File: src/rtl/rr_pkg.sv
package rr_pkg;
  localparam logic [1:0] RESP_DECERR = 2'b11;

  typedef enum logic [1:0] {
    EW_IDLE = 2'd0,
    EW_DATA = 2'd1,
    EW_RESP = 2'd2
  } ew_state_t;
endpackage

File: src/rtl/rr_addr_dec.sv
module rr_addr_dec #(
  parameter int unsigned AW   = 32,
  parameter int unsigned NSLV = 4,
  parameter logic [NSLV*AW-1:0] SLV_START = '0,
  parameter logic [NSLV*AW-1:0] SLV_END   = '0,
  parameter logic [NSLV-1:0]    ALLOW     = '1
) (
  input  logic [AW-1:0]   addr,
  output logic [NSLV-1:0] slv_sel,
  output logic            to_err
);
  logic [NSLV-1:0] in_win;
  logic [NSLV-1:0] first_win;

  for (genvar s = 0; s < NSLV; s++) begin : g_win
    assign in_win[s] = (addr >= SLV_START[s*AW +: AW]) &&
                       (addr <= SLV_END[s*AW +: AW]);
  end

  // lowest-numbered window wins, permission applied afterwards
  always_comb begin
    first_win = '0;
    for (int s = NSLV - 1; s >= 0; s--) begin
      if (in_win[s]) first_win = NSLV'(1) << s;
    end
  end

  assign slv_sel = first_win & ALLOW;
  assign to_err  = (slv_sel == '0);
endmodule

File: src/rtl/rr_err_cpl.sv
module rr_err_cpl
  import rr_pkg::*;
#(
  parameter int unsigned IDW = 4,
  parameter int unsigned DW  = 32
) (
  input  logic           clk,
  input  logic           rst_n,
  input  logic           aw_valid,
  output logic           aw_ready,
  input  logic [IDW-1:0] aw_id,
  input  logic           w_valid,
  output logic           w_ready,
  input  logic           w_last,
  output logic           b_valid,
  input  logic           b_ready,
  output logic [IDW-1:0] b_id,
  output logic [1:0]     b_resp,
  input  logic           ar_valid,
  output logic           ar_ready,
  input  logic [IDW-1:0] ar_id,
  input  logic [7:0]     ar_len,
  output logic           r_valid,
  input  logic           r_ready,
  output logic [IDW-1:0] r_id,
  output logic [1:0]     r_resp,
  output logic [DW-1:0]  r_data,
  output logic           r_last
);
  ew_state_t      ew_q, ew_d;
  logic [IDW-1:0] wid_q, wid_d;
  logic           rd_act_q, rd_act_d;
  logic [7:0]     rd_cnt_q, rd_cnt_d;
  logic [IDW-1:0] rid_q, rid_d;

  assign aw_ready = (ew_q == EW_IDLE);
  assign w_ready  = (ew_q == EW_DATA);
  assign b_valid  = (ew_q == EW_RESP);
  assign b_id     = wid_q;
  assign b_resp   = RESP_DECERR;

  always_comb begin
    ew_d  = ew_q;
    wid_d = wid_q;
    unique case (ew_q)
      EW_IDLE: if (aw_valid) begin
        ew_d  = EW_DATA;
        wid_d = aw_id;
      end
      EW_DATA: if (w_valid && w_last) ew_d = EW_RESP;
      EW_RESP: if (b_ready) ew_d = EW_IDLE;
      default: ew_d = EW_IDLE;
    endcase
  end

  assign ar_ready = !rd_act_q;
  assign r_valid  = rd_act_q;
  assign r_id     = rid_q;
  assign r_resp   = RESP_DECERR;
  assign r_data   = '0;
  assign r_last   = rd_act_q && (rd_cnt_q == 8'd0);

  always_comb begin
    rd_act_d = rd_act_q;
    rd_cnt_d = rd_cnt_q;
    rid_d    = rid_q;
    if (!rd_act_q && ar_valid) begin
      rd_act_d = 1'b1;
      rd_cnt_d = ar_len;
      rid_d    = ar_id;
    end else if (rd_act_q && r_ready) begin
      if (rd_cnt_q == 8'd0) rd_act_d = 1'b0;
      else                  rd_cnt_d = rd_cnt_q - 8'd1;
    end
  end

  always_ff @(posedge clk or negedge rst_n) begin
    if (!rst_n) begin
      ew_q     <= EW_IDLE;
      wid_q    <= '0;
      rd_act_q <= 1'b0;
      rd_cnt_q <= '0;
      rid_q    <= '0;
    end else begin
      ew_q     <= ew_d;
      wid_q    <= wid_d;
      rd_act_q <= rd_act_d;
      rd_cnt_q <= rd_cnt_d;
      rid_q    <= rid_d;
    end
  end
endmodule

File: src/rtl/rr_cpl_dec.sv
module rr_cpl_dec #(
  parameter int unsigned IDW  = 4,
  parameter int unsigned NMST = 4,
  parameter logic [NMST*IDW-1:0] MST_ID_MASK = '0
) (
  input  logic [IDW-1:0]  cpl_id,
  output logic [NMST-1:0] cpl_sel
);
  logic [NMST-1:0] owns;

  for (genvar m = 0; m < NMST; m++) begin : g_own
    assign owns[m] = |(cpl_id & MST_ID_MASK[m*IDW +: IDW]);
  end

  always_comb begin
    cpl_sel = '0;
    for (int m = NMST - 1; m >= 0; m--) begin
      if (owns[m]) cpl_sel = NMST'(1) << m;
    end
  end
endmodule

File: src/rtl/req_router.sv
module req_router #(
  parameter int unsigned AW   = 32,
  parameter int unsigned DW   = 32,
  parameter int unsigned IDW  = 4,
  parameter int unsigned NSLV = 4,
  parameter int unsigned NMST = 4,
  parameter logic [NSLV*AW-1:0] SLV_START =
    {32'h0000_8000, 32'h0000_1800, 32'h0000_1000, 32'h0000_0000},
  parameter logic [NSLV*AW-1:0] SLV_END =
    {32'h0000_8FFF, 32'h0000_2FFF, 32'h0000_1FFF, 32'h0000_0FFF},
  parameter logic [NSLV-1:0] ALLOW = 4'b0111,
  parameter logic [NMST*IDW-1:0] MST_ID_MASK = {4'b1000, 4'b0100, 4'b0010, 4'b0001}
) (
  input  logic            clk,
  input  logic            rst_n,
  input  logic            aw_valid,
  output logic            aw_ready,
  input  logic [AW-1:0]   aw_addr,
  input  logic [IDW-1:0]  aw_id,
  input  logic            w_valid,
  output logic            w_ready,
  input  logic            w_last,
  output logic [NSLV-1:0] slv_aw_valid,
  input  logic [NSLV-1:0] slv_aw_ready,
  output logic [NSLV-1:0] slv_w_valid,
  input  logic [NSLV-1:0] slv_w_ready,
  output logic            err_bvalid,
  input  logic            err_bready,
  output logic [IDW-1:0]  err_bid,
  output logic [1:0]      err_bresp,
  input  logic            ar_valid,
  output logic            ar_ready,
  input  logic [AW-1:0]   ar_addr,
  input  logic [IDW-1:0]  ar_id,
  input  logic [7:0]      ar_len,
  output logic [NSLV-1:0] slv_ar_valid,
  input  logic [NSLV-1:0] slv_ar_ready,
  output logic            err_rvalid,
  input  logic            err_rready,
  output logic [IDW-1:0]  err_rid,
  output logic [1:0]      err_rresp,
  output logic [DW-1:0]   err_rdata,
  output logic            err_rlast,
  input  logic [IDW-1:0]  cpl_id,
  output logic [NMST-1:0] cpl_sel
);
  logic [NSLV-1:0] aw_sel, ar_sel;
  logic            aw_err, ar_err;
  logic            e_aw_valid, e_aw_ready, e_w_valid, e_w_ready;
  logic            e_ar_valid, e_ar_ready;

  // write route register: busy flag plus target
  logic            wb_busy_q, wb_busy_d;
  logic [NSLV-1:0] wb_slv_q, wb_slv_d;
  logic            wb_err_q, wb_err_d;
  logic            aw_fire, w_end;

  rr_addr_dec #(.AW(AW), .NSLV(NSLV), .SLV_START(SLV_START),
                .SLV_END(SLV_END), .ALLOW(ALLOW)) u_aw_dec (
    .addr(aw_addr), .slv_sel(aw_sel), .to_err(aw_err));

  rr_addr_dec #(.AW(AW), .NSLV(NSLV), .SLV_START(SLV_START),
                .SLV_END(SLV_END), .ALLOW(ALLOW)) u_ar_dec (
    .addr(ar_addr), .slv_sel(ar_sel), .to_err(ar_err));

  // write address
  assign slv_aw_valid = (aw_valid && !wb_busy_q) ? aw_sel : '0;
  assign e_aw_valid   = aw_valid && !wb_busy_q && aw_err;
  assign aw_ready     = !wb_busy_q &&
                        (aw_err ? e_aw_ready : |(aw_sel & slv_aw_ready));
  assign aw_fire      = aw_valid && aw_ready;

  // write data follows the stored route
  assign slv_w_valid = (w_valid && wb_busy_q) ? wb_slv_q : '0;
  assign e_w_valid   = w_valid && wb_busy_q && wb_err_q;
  assign w_ready     = wb_busy_q &&
                       (wb_err_q ? e_w_ready : |(wb_slv_q & slv_w_ready));
  assign w_end       = w_valid && w_ready && w_last;

  always_comb begin
    wb_busy_d = wb_busy_q;
    wb_slv_d  = wb_slv_q;
    wb_err_d  = wb_err_q;
    if (aw_fire) begin
      wb_busy_d = 1'b1;
      wb_slv_d  = aw_sel;
      wb_err_d  = aw_err;
    end else if (w_end) begin
      wb_busy_d = 1'b0;
    end
  end

  always_ff @(posedge clk or negedge rst_n) begin
    if (!rst_n) begin
      wb_busy_q <= 1'b0;
      wb_slv_q  <= '0;
      wb_err_q  <= 1'b0;
    end else begin
      wb_busy_q <= wb_busy_d;
      wb_slv_q  <= wb_slv_d;
      wb_err_q  <= wb_err_d;
    end
  end

  // read address
  assign slv_ar_valid = ar_valid ? ar_sel : '0;
  assign e_ar_valid   = ar_valid && ar_err;
  assign ar_ready     = ar_err ? e_ar_ready : |(ar_sel & slv_ar_ready);

  rr_err_cpl #(.IDW(IDW), .DW(DW)) u_err (
    .clk(clk), .rst_n(rst_n),
    .aw_valid(e_aw_valid), .aw_ready(e_aw_ready), .aw_id(aw_id),
    .w_valid(e_w_valid), .w_ready(e_w_ready), .w_last(w_last),
    .b_valid(err_bvalid), .b_ready(err_bready), .b_id(err_bid), .b_resp(err_bresp),
    .ar_valid(e_ar_valid), .ar_ready(e_ar_ready), .ar_id(ar_id), .ar_len(ar_len),
    .r_valid(err_rvalid), .r_ready(err_rready), .r_id(err_rid),
    .r_resp(err_rresp), .r_data(err_rdata), .r_last(err_rlast));

  rr_cpl_dec #(.IDW(IDW), .NMST(NMST), .MST_ID_MASK(MST_ID_MASK)) u_cpl (
    .cpl_id(cpl_id), .cpl_sel(cpl_sel));
endmodule

File: config.mk
export PLATFORM = sky130hd
export DESIGN_NAME = req_router
export DESIGN_NICKNAME = d
export VERILOG_FILES = /design/src/rtl/rr_pkg.sv /design/src/rtl/rr_addr_dec.sv /design/src/rtl/rr_err_cpl.sv /design/src/rtl/rr_cpl_dec.sv /design/src/rtl/req_router.sv
export SDC_FILE = /design/constraint.sdc
export NUM_CORES = 1
export LEC_CHECK = 0
export ABC_AREA = 1
export CAP_MARGIN = 25
export CORE_ASPECT_RATIO = 2
export CORE_MARGIN = 1
export CORE_UTILIZATION = 25
export CTS_CLUSTER_SIZE = 10
export DETAILED_ROUTE_END_ITERATION = 12
export PLACE_DENSITY_LB_ADDON = 0.25
export SLEW_MARGIN = 5
export SYNTH_ARGS = -nofsm -noshare
export SYNTH_HDL_FRONTEND = slang
export SYNTH_HIERARCHICAL = 1
export SYNTH_SLANG_ARGS = --single-unit
File: constraint.sdc
create_clock -name clk -period 4.47 [get_ports clk]
set_input_delay 0.894 -clock clk [delete_from_list [all_inputs] [get_ports clk]]
set_output_delay 0.894 -clock clk [all_outputs]
set_load 0.02 [all_outputs]
Word-level counts from Yosys, hierarchy flattened:

Index checks and enable logic that the tools add are counted.

* add/subtract/negate cells: 1
* multiplexer cells: 28
* equal/unequal tests: 6
* bitwise gates (word level): 3
* magnitude comparators: 12
* reductions and logical operators: 36

Operators with widths (count)
* $ge A32 B13 Y1 const B: 4
* $ge A32 B1 Y1 const B: 2
* $le A32 B12 Y1 const B: 2
* $le A32 B13 Y1 const B: 2
* $le A32 B14 Y1 const B: 2
* $mux W3: 9
* $mux W8: 3
* $logic_and A1 B1 Y1: 20
* $mux W4: 4
* $and A3 B4 Y4: 3
* $reduce_or A4 Y1: 3
* $logic_not A4 Y1: 2
* $logic_not A8 Y1: 1
* $mux W1: 8
* $sub A8 B1 Y8 const B: 1
* $mux W2: 3
* $pmux W2 S3: 1
* $reduce_and A2 Y1: 3
* $reduce_bool A2 Y1: 3
* $ne A2 B1 Y1 const B: 2
* $ne A2 B2 Y1 const B: 2
* $reduce_and A3 Y1: 1
* $eq A2 B1 Y1 const B: 1
* $eq A2 B2 Y1 const B: 1
* other kinds (2): 3

* input port bits: 104
* word-level logic and storage cells: 94
* flip-flop bits (word level): 24
* output and inout bits: 66

Logic depth before layout (Yosys ltp):

Gate-level depths: netlist of run 1.

* depth after elaboration: 11
* depth in mapped cells: 13
* depth with buffers taken out: 12

By module:

Netlist of run 1, hierarchy kept.

Modules (own cells, without submodules)
* rr_err_cpl: instances 1, area an instance 1367.6 um^2, sequential area each 475.5 um^2, cells an instance 183
* req_router: instances 1, area an instance 536.8 um^2, sequential area each 150.1 um^2, cells an instance 90
* rr_addr_dec: instances 2, area an instance 123.9 um^2, sequential area each 0.0 um^2, cells an instance 29
* rr_cpl_dec: instances 1, area an instance 37.5 um^2, sequential area each 0.0 um^2, cells an instance 9

Worst setup path after synthesis of run 1:

Ideal clock, no wire load.

* path kind: in2out
* start: input port aw_addr[20]
* end: output port aw_ready
* data required time: 3.576 ns
* cell stages on the path: 8
* data arrival time: 2.029 ns
* buffers on the path: 0
* path slack: 1.547 ns
* cells stage by stage: nor2_1 -> nand2_1 -> nor2_2 -> nand4_1 -> inv_2 -> nor2_2 -> nor2_4 -> a21boi_1

* elaborated cells between the ends (all ways): 17
* classes of those cells: order compare: 6; mux: 4; bitwise: 1; reduce/logical: 6

RTL lines
* start: declaration: RTL line req_router.sv:18 `input logic [AW-1:0] aw_addr,`
* $ge A32 B13 Y1 or $le A32 B14 Y1 (tied branches): RTL line rr_addr_dec.sv:16, rr_addr_dec.sv:17
* $logic_and A1 B1 Y1: RTL line rr_addr_dec.sv:16 `assign in_win[s] = (addr >= SLV_START[s*AW +: AW]) &&`
* $mux W3 (2 in series): RTL line rr_addr_dec.sv:24 `if (in_win[s]) first_win = NSLV'(1) << s;`
* $mux W3 *: RTL line rr_addr_dec.sv:24
* $logic_not A4 Y1 *: RTL line rr_addr_dec.sv:29 `assign to_err = (slv_sel == '0);`
* named net aw_err: RTL line req_router.sv:48 `logic aw_err, ar_err;`
* $mux W1 *: RTL line req_router.sv:70 `(aw_err ? e_aw_ready : |(aw_sel & slv_aw_ready));`
* $logic_and A1 B1 Y1 *: RTL line req_router.sv:69 `assign aw_ready = !wb_busy_q &&`
* end: declaration: RTL line req_router.sv:17 `output logic aw_ready,`

The timed path passes the listed nets; every way through them passes the cells marked *.

Final worst setup path of run 1:

* start: input port aw_addr[31]
* end: output port aw_ready

The elaborated chain is that of the path after synthesis.

==> results of run 1 <==
==> layer usage <==
metal | track usage [%] | up-vias | wire, µm
met5 | 0 | - | 0
met4 | 5.44 | 0 | 117
met3 | 2.81 | 8 | 542
met2 | 27.2 | 111 | 3410
met1 | 11.0 | 996 | 1850
li1 | - | 1171 | -
==> through the flow <==
| stage | total power [mW] | cells | utilization [%] |
|---|---|---|---|
| floorplan | 0.928 | 374 | - |
| global placement | 1.18 | 541 | 37.4 |
| detailed placement | 1.20 | 542 | 37.5 |
| CTS | 1.41 | 546 | 38.5 |
| global route | 1.51 | 546 | 38.5 |
| finish | 1.38 | 546 | 38.5 |
==> cells in the mapped netlist (2+ instances only) <==
cell type | count | area (µm²)
sky130_fd_sc_hd__nand2_1 | 104 | 390
sky130_fd_sc_hd__nor2_1 | 60 | 225
sky130_fd_sc_hd__buf_4 | 40 | 300
sky130_fd_sc_hd__inv_1 | 33 | 124
sky130_fd_sc_hd__dfrtp_1 | 25 | 626
sky130_fd_sc_hd__nand3_1 | 16 | 80.1
sky130_fd_sc_hd__inv_2 | 9 | 33.8
sky130_fd_sc_hd__nand4_1 | 7 | 43.8
sky130_fd_sc_hd__nor2_2 | 7 | 43.8
sky130_fd_sc_hd__o21ai_0 | 5 | 25.0
sky130_fd_sc_hd__conb_1 | 4 | 15.0
sky130_fd_sc_hd__mux2_2 | 4 | 45.0
sky130_fd_sc_hd__o21ai_2 | 4 | 35.0
sky130_fd_sc_hd__nand2_4 | 3 | 33.8
sky130_fd_sc_hd__nor3_1 | 3 | 15.0
sky130_fd_sc_hd__a21boi_1 | 2 | 15.0
sky130_fd_sc_hd__ha_1 | 2 | 25.0
sky130_fd_sc_hd__nand2_2 | 2 | 12.5
sky130_fd_sc_hd__nor2_4 | 2 | 22.5
==> where the power goes <==
group	switching, mW	internal [mW]	total [mW]
Sequential	0.0761	0.322	0.398
Combinational	0.441	0.345	0.786
Clock	0.0789	0.122	0.201
==> layout by cell type, fill, tap and decap left out <==
cell                              netlist  final
sky130_fd_sc_hd__clkdlybuf4s50_1        0    107
sky130_fd_sc_hd__nor2_2                 7      7
sky130_fd_sc_hd__nand4_1                7      7
sky130_fd_sc_hd__a31o_2                 1      1
sky130_fd_sc_hd__a21oi_1                1      1
sky130_fd_sc_hd__nor2_1                60     60
sky130_fd_sc_hd__nand3_2                1      1
sky130_fd_sc_hd__conb_1                 4     38
sky130_fd_sc_hd__o21ai_0                5      5
sky130_fd_sc_hd__a21boi_1               2      2
sky130_fd_sc_hd__dfrtp_1               25     25
sky130_fd_sc_hd__nand2_2                2      2
sky130_fd_sc_hd__a41oi_1                1      1
sky130_fd_sc_hd__nand2_4                3      3
sky130_fd_sc_hd__inv_1                 33     33
sky130_fd_sc_hd__mux2_2                 4      4
sky130_fd_sc_hd__nand2_1              104    104
sky130_fd_sc_hd__clkbuf_1               0      1
sky130_fd_sc_hd__nand3_1               16     16
sky130_fd_sc_hd__inv_2                  9      9
sky130_fd_sc_hd__a21oi_2                1      1
sky130_fd_sc_hd__ha_1                   2      2
sky130_fd_sc_hd__nor2_4                 2      2
sky130_fd_sc_hd__nand3_4                1      1
sky130_fd_sc_hd__buf_8                  0      1
sky130_fd_sc_hd__nor3_1                 3      3
sky130_fd_sc_hd__inv_6                  1      1
sky130_fd_sc_hd__clkbuf_16              0      3
sky130_fd_sc_hd__buf_4                 40      1
sky130_fd_sc_hd__o21ai_2                4      4
==> flip-flops by register name, indices dropped and copies added, names as in the netlist <==
signal,count
u_err/r_valid,1
u_err/ew_q,2
u_err/r_id,4
wb_slv_q,4
u_err/rd_cnt_q,8
wb_busy_q,1
u_err/b_id,4
wb_err_q,1
==> worst paths after layout <==
check / depth (start not counted) / end / from
max in group asynchronous: 3 / u_err/r_valid / rst_n
hold reg to reg: 2 / u_err/r_id[1] / u_err/r_id[1]
hold / removal: 2 / u_err/r_id[1] / u_err/r_id[1]
setup / recovery: 10 / aw_ready / aw_addr[31]
min in group asynchronous: 1 / u_err/ew_q[1] / rst_n
setup reg to reg: 9 / u_err/rd_cnt_q[0] / u_err/rd_cnt_q[0]
==> worst max-delay path: cells and delay by family <==
kind / cells / cell delay, ns
compound gates: 1 / 0.20
simple gates: 6 / 0.80
buf+inv: 3 / 1.16
==> cell families after synthesis <==
family / count (synthesis) / synth area share [%]
flip-flops: 25 / 28.6
multiplexers: 4 / 2.06
adder cells (fa/ha/maj): 2 / 1.14
AO/OA/AOI/OAI: 15 / 4.86
buffers and inverters: 84 / 21.8
AND/OR/NAND/NOR: 206 / 40.9
other: 4 / 0.686
==> final cells by class <==
type | instances | area [µm²] | area share (%)
multi-input combinational | 265 | 1210 | 36.7
timing repair buffer | 109 | 1090 | 33.1
sequential | 25 | 626 | 18.9
inverter | 43 | 166 | 5.04
tap | 100 | 125 | 3.79
clock buffer | 4 | 78.8 | 2.39
==> summary.log, run 1 <==
INFO  global_route   antenna_found_initial=0
INFO  detailed_routing vias_per_cell=4.19
INFO  die            io_pins=170
INFO  final_layout   layout-drive-gt1-share=9.19%
INFO  yosys          async_reset_ff_share=100%
INFO  setup_path     worstPathCellList=clkdlybuf4s50_1 > nor2_1 > nand2_1 > nor2_2 > nand4_1 > inv_2 > nor2_2 > nor2_4 > a21boi_1 > clkdlybuf4s50_1
INFO  clocking       clock_path_buffers=2
INFO  yosys          ys.warnings.count=6
INFO  setup_path     critPathCaptureType=output port
INFO  global_route   first_pass_grt_wire_length=9.13mm
INFO  final_layout   postLayoutCellArea=3300µm²
INFO  setup_path     critical_path_peak_fanout=7
INFO  die            die_h=134µm
INFO  placed_design  port_buffer_cells=107
INFO  detailed_routing number_of_detailed_routing_iterations_run_before_antenna_repair=4
INFO  yosys          syn-mean-instance-area=6.44µm²
INFO  setup_path     worstPathRequired=3.58ns
INFO  yosys          synthFlopType=sky130_fd_sc_hd__dfrtp_1
INFO  placed_design  placer_congestion_estimate=0.794
INFO  detailed_routing initialDrtViolationCount=30
INFO  power_and_ir_drop power_leakage=1.58nW
INFO  die            fp.coreArea=8590µm²
INFO  sta            post-route-period-util=88.2%
INFO  job            max_cap_violations=0
INFO  clocking       cts_tree=done
INFO  setup_path     path_class=in -> out
INFO  sta            final_max_slew_viol_count=0
INFO  sta            final.min_clock_period=3.94ns
INFO  global_route   globalRouteTotalUtil=13.3%
INFO  die            placement_rows=48
INFO  clocking       numCtsBuffers=3
INFO  clocking       cts_post_setup_buffers_inserted=0
INFO  sta            grt_setup_unrepaired=no
INFO  clocking       cts_num_sinks=25
INFO  sta            final.setup.tns=0ns
INFO  die            dieArea=9160µm²
INFO  clocking       cts.reportedPaths.clkPinSlew=0.06ns
INFO  yosys          synth-edff-count=0
INFO  setup_path     cpMaxStageDelayCell=sky130_fd_sc_hd__clkdlybuf4s50_1
INFO  global_route   grt_pass1_vias=2,155
INFO  global_route   largest_net_degree_at_the_start_of_global_routing=19
INFO  detailed_routing vias=2,286
INFO  power_and_ir_drop worst_voltage_drop_across_the_vdd_grid=0.219mV
INFO  placed_design  placedInstanceArea=3220µm²
INFO  detailed_routing routed_wl=5.93mm
INFO  final_layout   finalNetCount=553
INFO  final_layout   area.growth.synth_to_final=50.9%
INFO  status         status=finished, final reports clean
INFO  yosys          synth_cell_types=27
INFO  clocking       cts_resized=0
INFO  yosys          synth_area=2190µm²
INFO  clocking       source_to_sink_clock_delay_at_the_later_pin_of_the_worst_skew_pair=0.26ns
INFO  clocking       cts.hold.buffers_added=0
INFO  clocking       cts-root-buf=sky130_fd_sc_hd__clkbuf_16
INFO  yosys          total_of_flip_flops_plus_latches_after_synthesis=25
INFO  final_layout   filler_cell_count=917
INFO  sta            skew=0.00218ns
INFO  sta            maxClockFrequency=0.254GHz
INFO  clocking       htreeDepth=1
INFO  placed_design  place.detailed.hpwl=5.11mm
INFO  setup_path     arrival_time_worst_endpoint=3.05ns
INFO  placed_design  worst_slack_placed=0.516ns
INFO  setup_path     start_kind=primary input
INFO  final_layout   insertedDiodeCount=0
INFO  detailed_routing ant_nets=0
INFO  setup_path     reg2reg_setup_slack=3.05ns
INFO  detailed_routing routed_wire_length_per_instance=10.9µm
INFO  setup_path     longest_individual_stage_delay_on_the_worst_path=0.63ns
INFO  sta            finalHoldWorstSlack=0.480ns
INFO  sta            worst_slack=0.525ns
INFO  global_route   global_route.overflow_total=0
INFO  detailed_routing drc=0
INFO  worst_hold_path min-delay-path-class=reg -> reg
INFO  power_and_ir_drop power_density=419nW/µm²
INFO  yosys          synth_sequential_area_ratio=28.6%
INFO  die            initial_core_utilization=25.5%
INFO  sta            finalHoldViolations=0
INFO  sta            final-setup-viol-count=0
INFO  die            die_w=68.2µm
INFO  yosys          postSynthCellCount=340
Power figures use the tool's default switching activity.
==> inputs of run 2 (changes only) <==
--- a/config.mk
+++ b/config.mk
@@ -7,11 +7,14 @@
 export LEC_CHECK = 0
 export ABC_AREA = 1
 export CAP_MARGIN = 25
+export CELL_PAD_IN_SITES_DETAIL_PLACEMENT = 1
+export CELL_PAD_IN_SITES_GLOBAL_PLACEMENT = 2
 export CORE_ASPECT_RATIO = 2
 export CORE_MARGIN = 1
-export CORE_UTILIZATION = 25
+export CORE_UTILIZATION = 17
 export CTS_CLUSTER_SIZE = 10
 export DETAILED_ROUTE_END_ITERATION = 12
+export HOLD_SLACK_MARGIN = 0.15
 export PLACE_DENSITY_LB_ADDON = 0.25
 export SLEW_MARGIN = 5
 export SYNTH_ARGS = -nofsm -noshare
==> run 2 against run 1 <==
Worst hold slack gained 0.010 ns; highest routed layer unchanged; routed wire length grew 27%; core utilization shrank 11 points; setup slack gained 0.088 ns; sequential cell count is the same; cell count grew 9.7%; non-clock buffer count grew 3.
==> summary.log, run 2 (synthesis results as in run 1) <==
INFO  worst_hold_path hp-start=u_err/r_id[0]
INFO  detailed_routing ant_nets=0
INFO  sta            post-route-period-util=86.3%
INFO  detailed_routing initialDrtViolationCount=62
INFO  placed_design  worst_slack_placed=0.553ns
INFO  final_layout   filler_cell_count=1,558
INFO  final_layout   largest_reg_flops=8
INFO  sta            final_max_slew_viol_count=0
INFO  clocking       htreeDepth=1
INFO  die            die_h=163µm
INFO  global_route   largest_net_degree_at_the_start_of_global_routing=17
INFO  clocking       cts_post_setup_buffers_inserted=0
INFO  sta            worst_slack=0.613ns
INFO  global_route   global_route.overflow_total=0
INFO  job            max_cap_violations=0
INFO  power_and_ir_drop power_density=417nW/µm²
INFO  power_and_ir_drop worst_voltage_drop_across_the_vdd_grid=0.161mV
INFO  detailed_routing drc=0
INFO  clocking       clock_path_buffers=2
INFO  final_layout   postLayoutCellArea=3400µm²
INFO  setup_path     path_class=in -> out
INFO  sta            maxClockFrequency=0.259GHz
INFO  final_layout   final-seq-area=626µm²
INFO  placed_design  port_buffer_cells=107
INFO  die            placement_rows=58
INFO  detailed_routing routed_wl=7.53mm
INFO  final_layout   commonest_cells_after_routing_fill_and_taps_aside=sky130_fd_sc_hd__clkdlybuf4s50_1 (107), sky130_fd_sc_hd__nand2_1 (104), sky130_fd_sc_hd__nor2_1 (60)
INFO  final_layout   layout-drive-gt1-share=10.0%
INFO  worst_hold_path hold_endpoint=u_err/r_id[0]
INFO  clocking       cts-root-buf=sky130_fd_sc_hd__clkbuf_16
INFO  detailed_routing vias_per_cell=3.91
INFO  worst_hold_path min-delay-path-class=reg -> reg
INFO  final_layout   insertedDiodeCount=0
INFO  global_route   grt_pass1_vias=2,462
INFO  final_layout   regMostFlops=u_err/rd_cnt_q
INFO  setup_path     critPathCaptureType=output port
INFO  setup_path     rr_worst_depth=9
INFO  clocking       cts.reportedPaths.clkPinSlew=0.07ns
INFO  sta            final-setup-viol-count=0
INFO  global_route   antenna_found_initial=0
INFO  detailed_routing vias=2,341
INFO  die            io_pins=170
INFO  setup_path     worstPathRequired=3.58ns
INFO  setup_path     reg2reg_setup_slack=3.01ns
INFO  placed_design  placedInstanceArea=3320µm²
INFO  final_layout   layout_commonest_cell=sky130_fd_sc_hd__clkdlybuf4s50_1
INFO  sta            final.min_clock_period=3.86ns
INFO  sta            finalHoldViolations=0
INFO  die            die_w=82.3µm
INFO  setup_path     timing.rr.end=u_err/rd_cnt_q[0]
INFO  placed_design  placer_congestion_estimate=0.717
INFO  global_route   globalRouteTotalUtil=11.8%
INFO  sta            skew=0.0105ns
INFO  clocking       numCtsBuffers=3
INFO  power_and_ir_drop power_leakage=1.60nW
INFO  sta            final.setup.tns=0ns
INFO  setup_path     worst_r2r_startpoint=u_err/rd_cnt_q[0]
INFO  clocking       source_to_sink_clock_delay_at_the_later_pin_of_the_worst_skew_pair=0.27ns
INFO  setup_path     worst_setup_path_startpoint=aw_addr[23]
INFO  final_layout   finalNetCount=556
INFO  clocking       cts_resized=0
INFO  final_layout   area.growth.synth_to_final=55.5%
INFO  detailed_routing number_of_detailed_routing_iterations_run_before_antenna_repair=4
INFO  die            dieArea=13,400µm²
INFO  worst_hold_path worst_hold_path.num_cells=2
INFO  final_layout   area_occupied_by_multi_input_gates=1210µm²
INFO  clocking       cts_tree=done
INFO  placed_design  place.detailed.hpwl=6.67mm
INFO  detailed_routing routed_wire_length_per_instance=12.6µm
INFO  setup_path     arrival_time_worst_endpoint=2.96ns
INFO  die            fp.coreArea=12,600µm²
INFO  sta            grt_setup_unrepaired=no
INFO  status         status=finished, final reports clean
INFO  clocking       cts_num_sinks=25
INFO  setup_path     critical_path_peak_fanout=3
INFO  global_route   first_pass_grt_wire_length=11.8mm
INFO  die            initial_core_utilization=17.4%
INFO  clocking       cts.hold.buffers_added=0
INFO  setup_path     start_kind=primary input
## run 2: changes by cell type in the layout (fill, tap and decap cells not counted), sizes merged
cell and delta:
clkinvlp +1, clkbuf -1, buf +3
## run 2: report_power, final
part | total, mW | internal (mW) | switching (mW)
Combinational | 0.809 | 0.352 | 0.457
Clock | 0.209 | 0.122 | 0.0870
Sequential | 0.402 | 0.321 | 0.0805
## run 2: metal layers
metal	GRT usage, %	part of all wire (%)	routed length (µm)	vias up
li1	-	-	-	1179
met4	3.35	1.2	88	0
met5	0	0	0	-
met1	9.40	28	2110	1077
met2	26.2	65	4880	80
met3	2.02	6.0	449	5
## run 2: cell type report
class / count / share of cell area (%)
multi-input cells: 265 / 35.6
flip-flops and latches: 25 / 18.4
clock buffers: 3 / 2.21
repair buffers: 112 / 33.1
inverters: 43 / 4.89
clock inverters: 1 / 0.221
well taps: 150 / 5.51
## run 2: how the worst max path moves through the flow
stage,endpoint,slack (ns)
after floorplan,aw_ready,1.55
after global placement,aw_ready,0.56
after detailed placement,aw_ready,0.55
after CTS,aw_ready,0.56
after global routing,aw_ready,0.39
final,aw_ready,0.61
## run 2: through the flow
step	util [%]	cells	hold WS, ns	power, mW
floorplan	-	374	0.463	0.928
detailed placement	26.5	595	0.469	1.24
global placement	26.2	594	0.463	1.22
finish	27.1	599	0.490	1.42
global route	27.1	599	0.530	1.57
CTS	27.1	599	0.492	1.46
## run 2: critical path, stage by stage
cell and delay, ns:
sky130_fd_sc_hd__clkdlybuf4s50_1 0.40, sky130_fd_sc_hd__nor2_1 0.12, sky130_fd_sc_hd__nand2_1 0.07, sky130_fd_sc_hd__nor2_2 0.17, sky130_fd_sc_hd__nand4_1 0.24, sky130_fd_sc_hd__inv_2 0.12
sky130_fd_sc_hd__nor2_2 0.05, sky130_fd_sc_hd__nor2_4 0.10, sky130_fd_sc_hd__a21boi_1 0.16, sky130_fd_sc_hd__clkdlybuf4s50_1 0.64
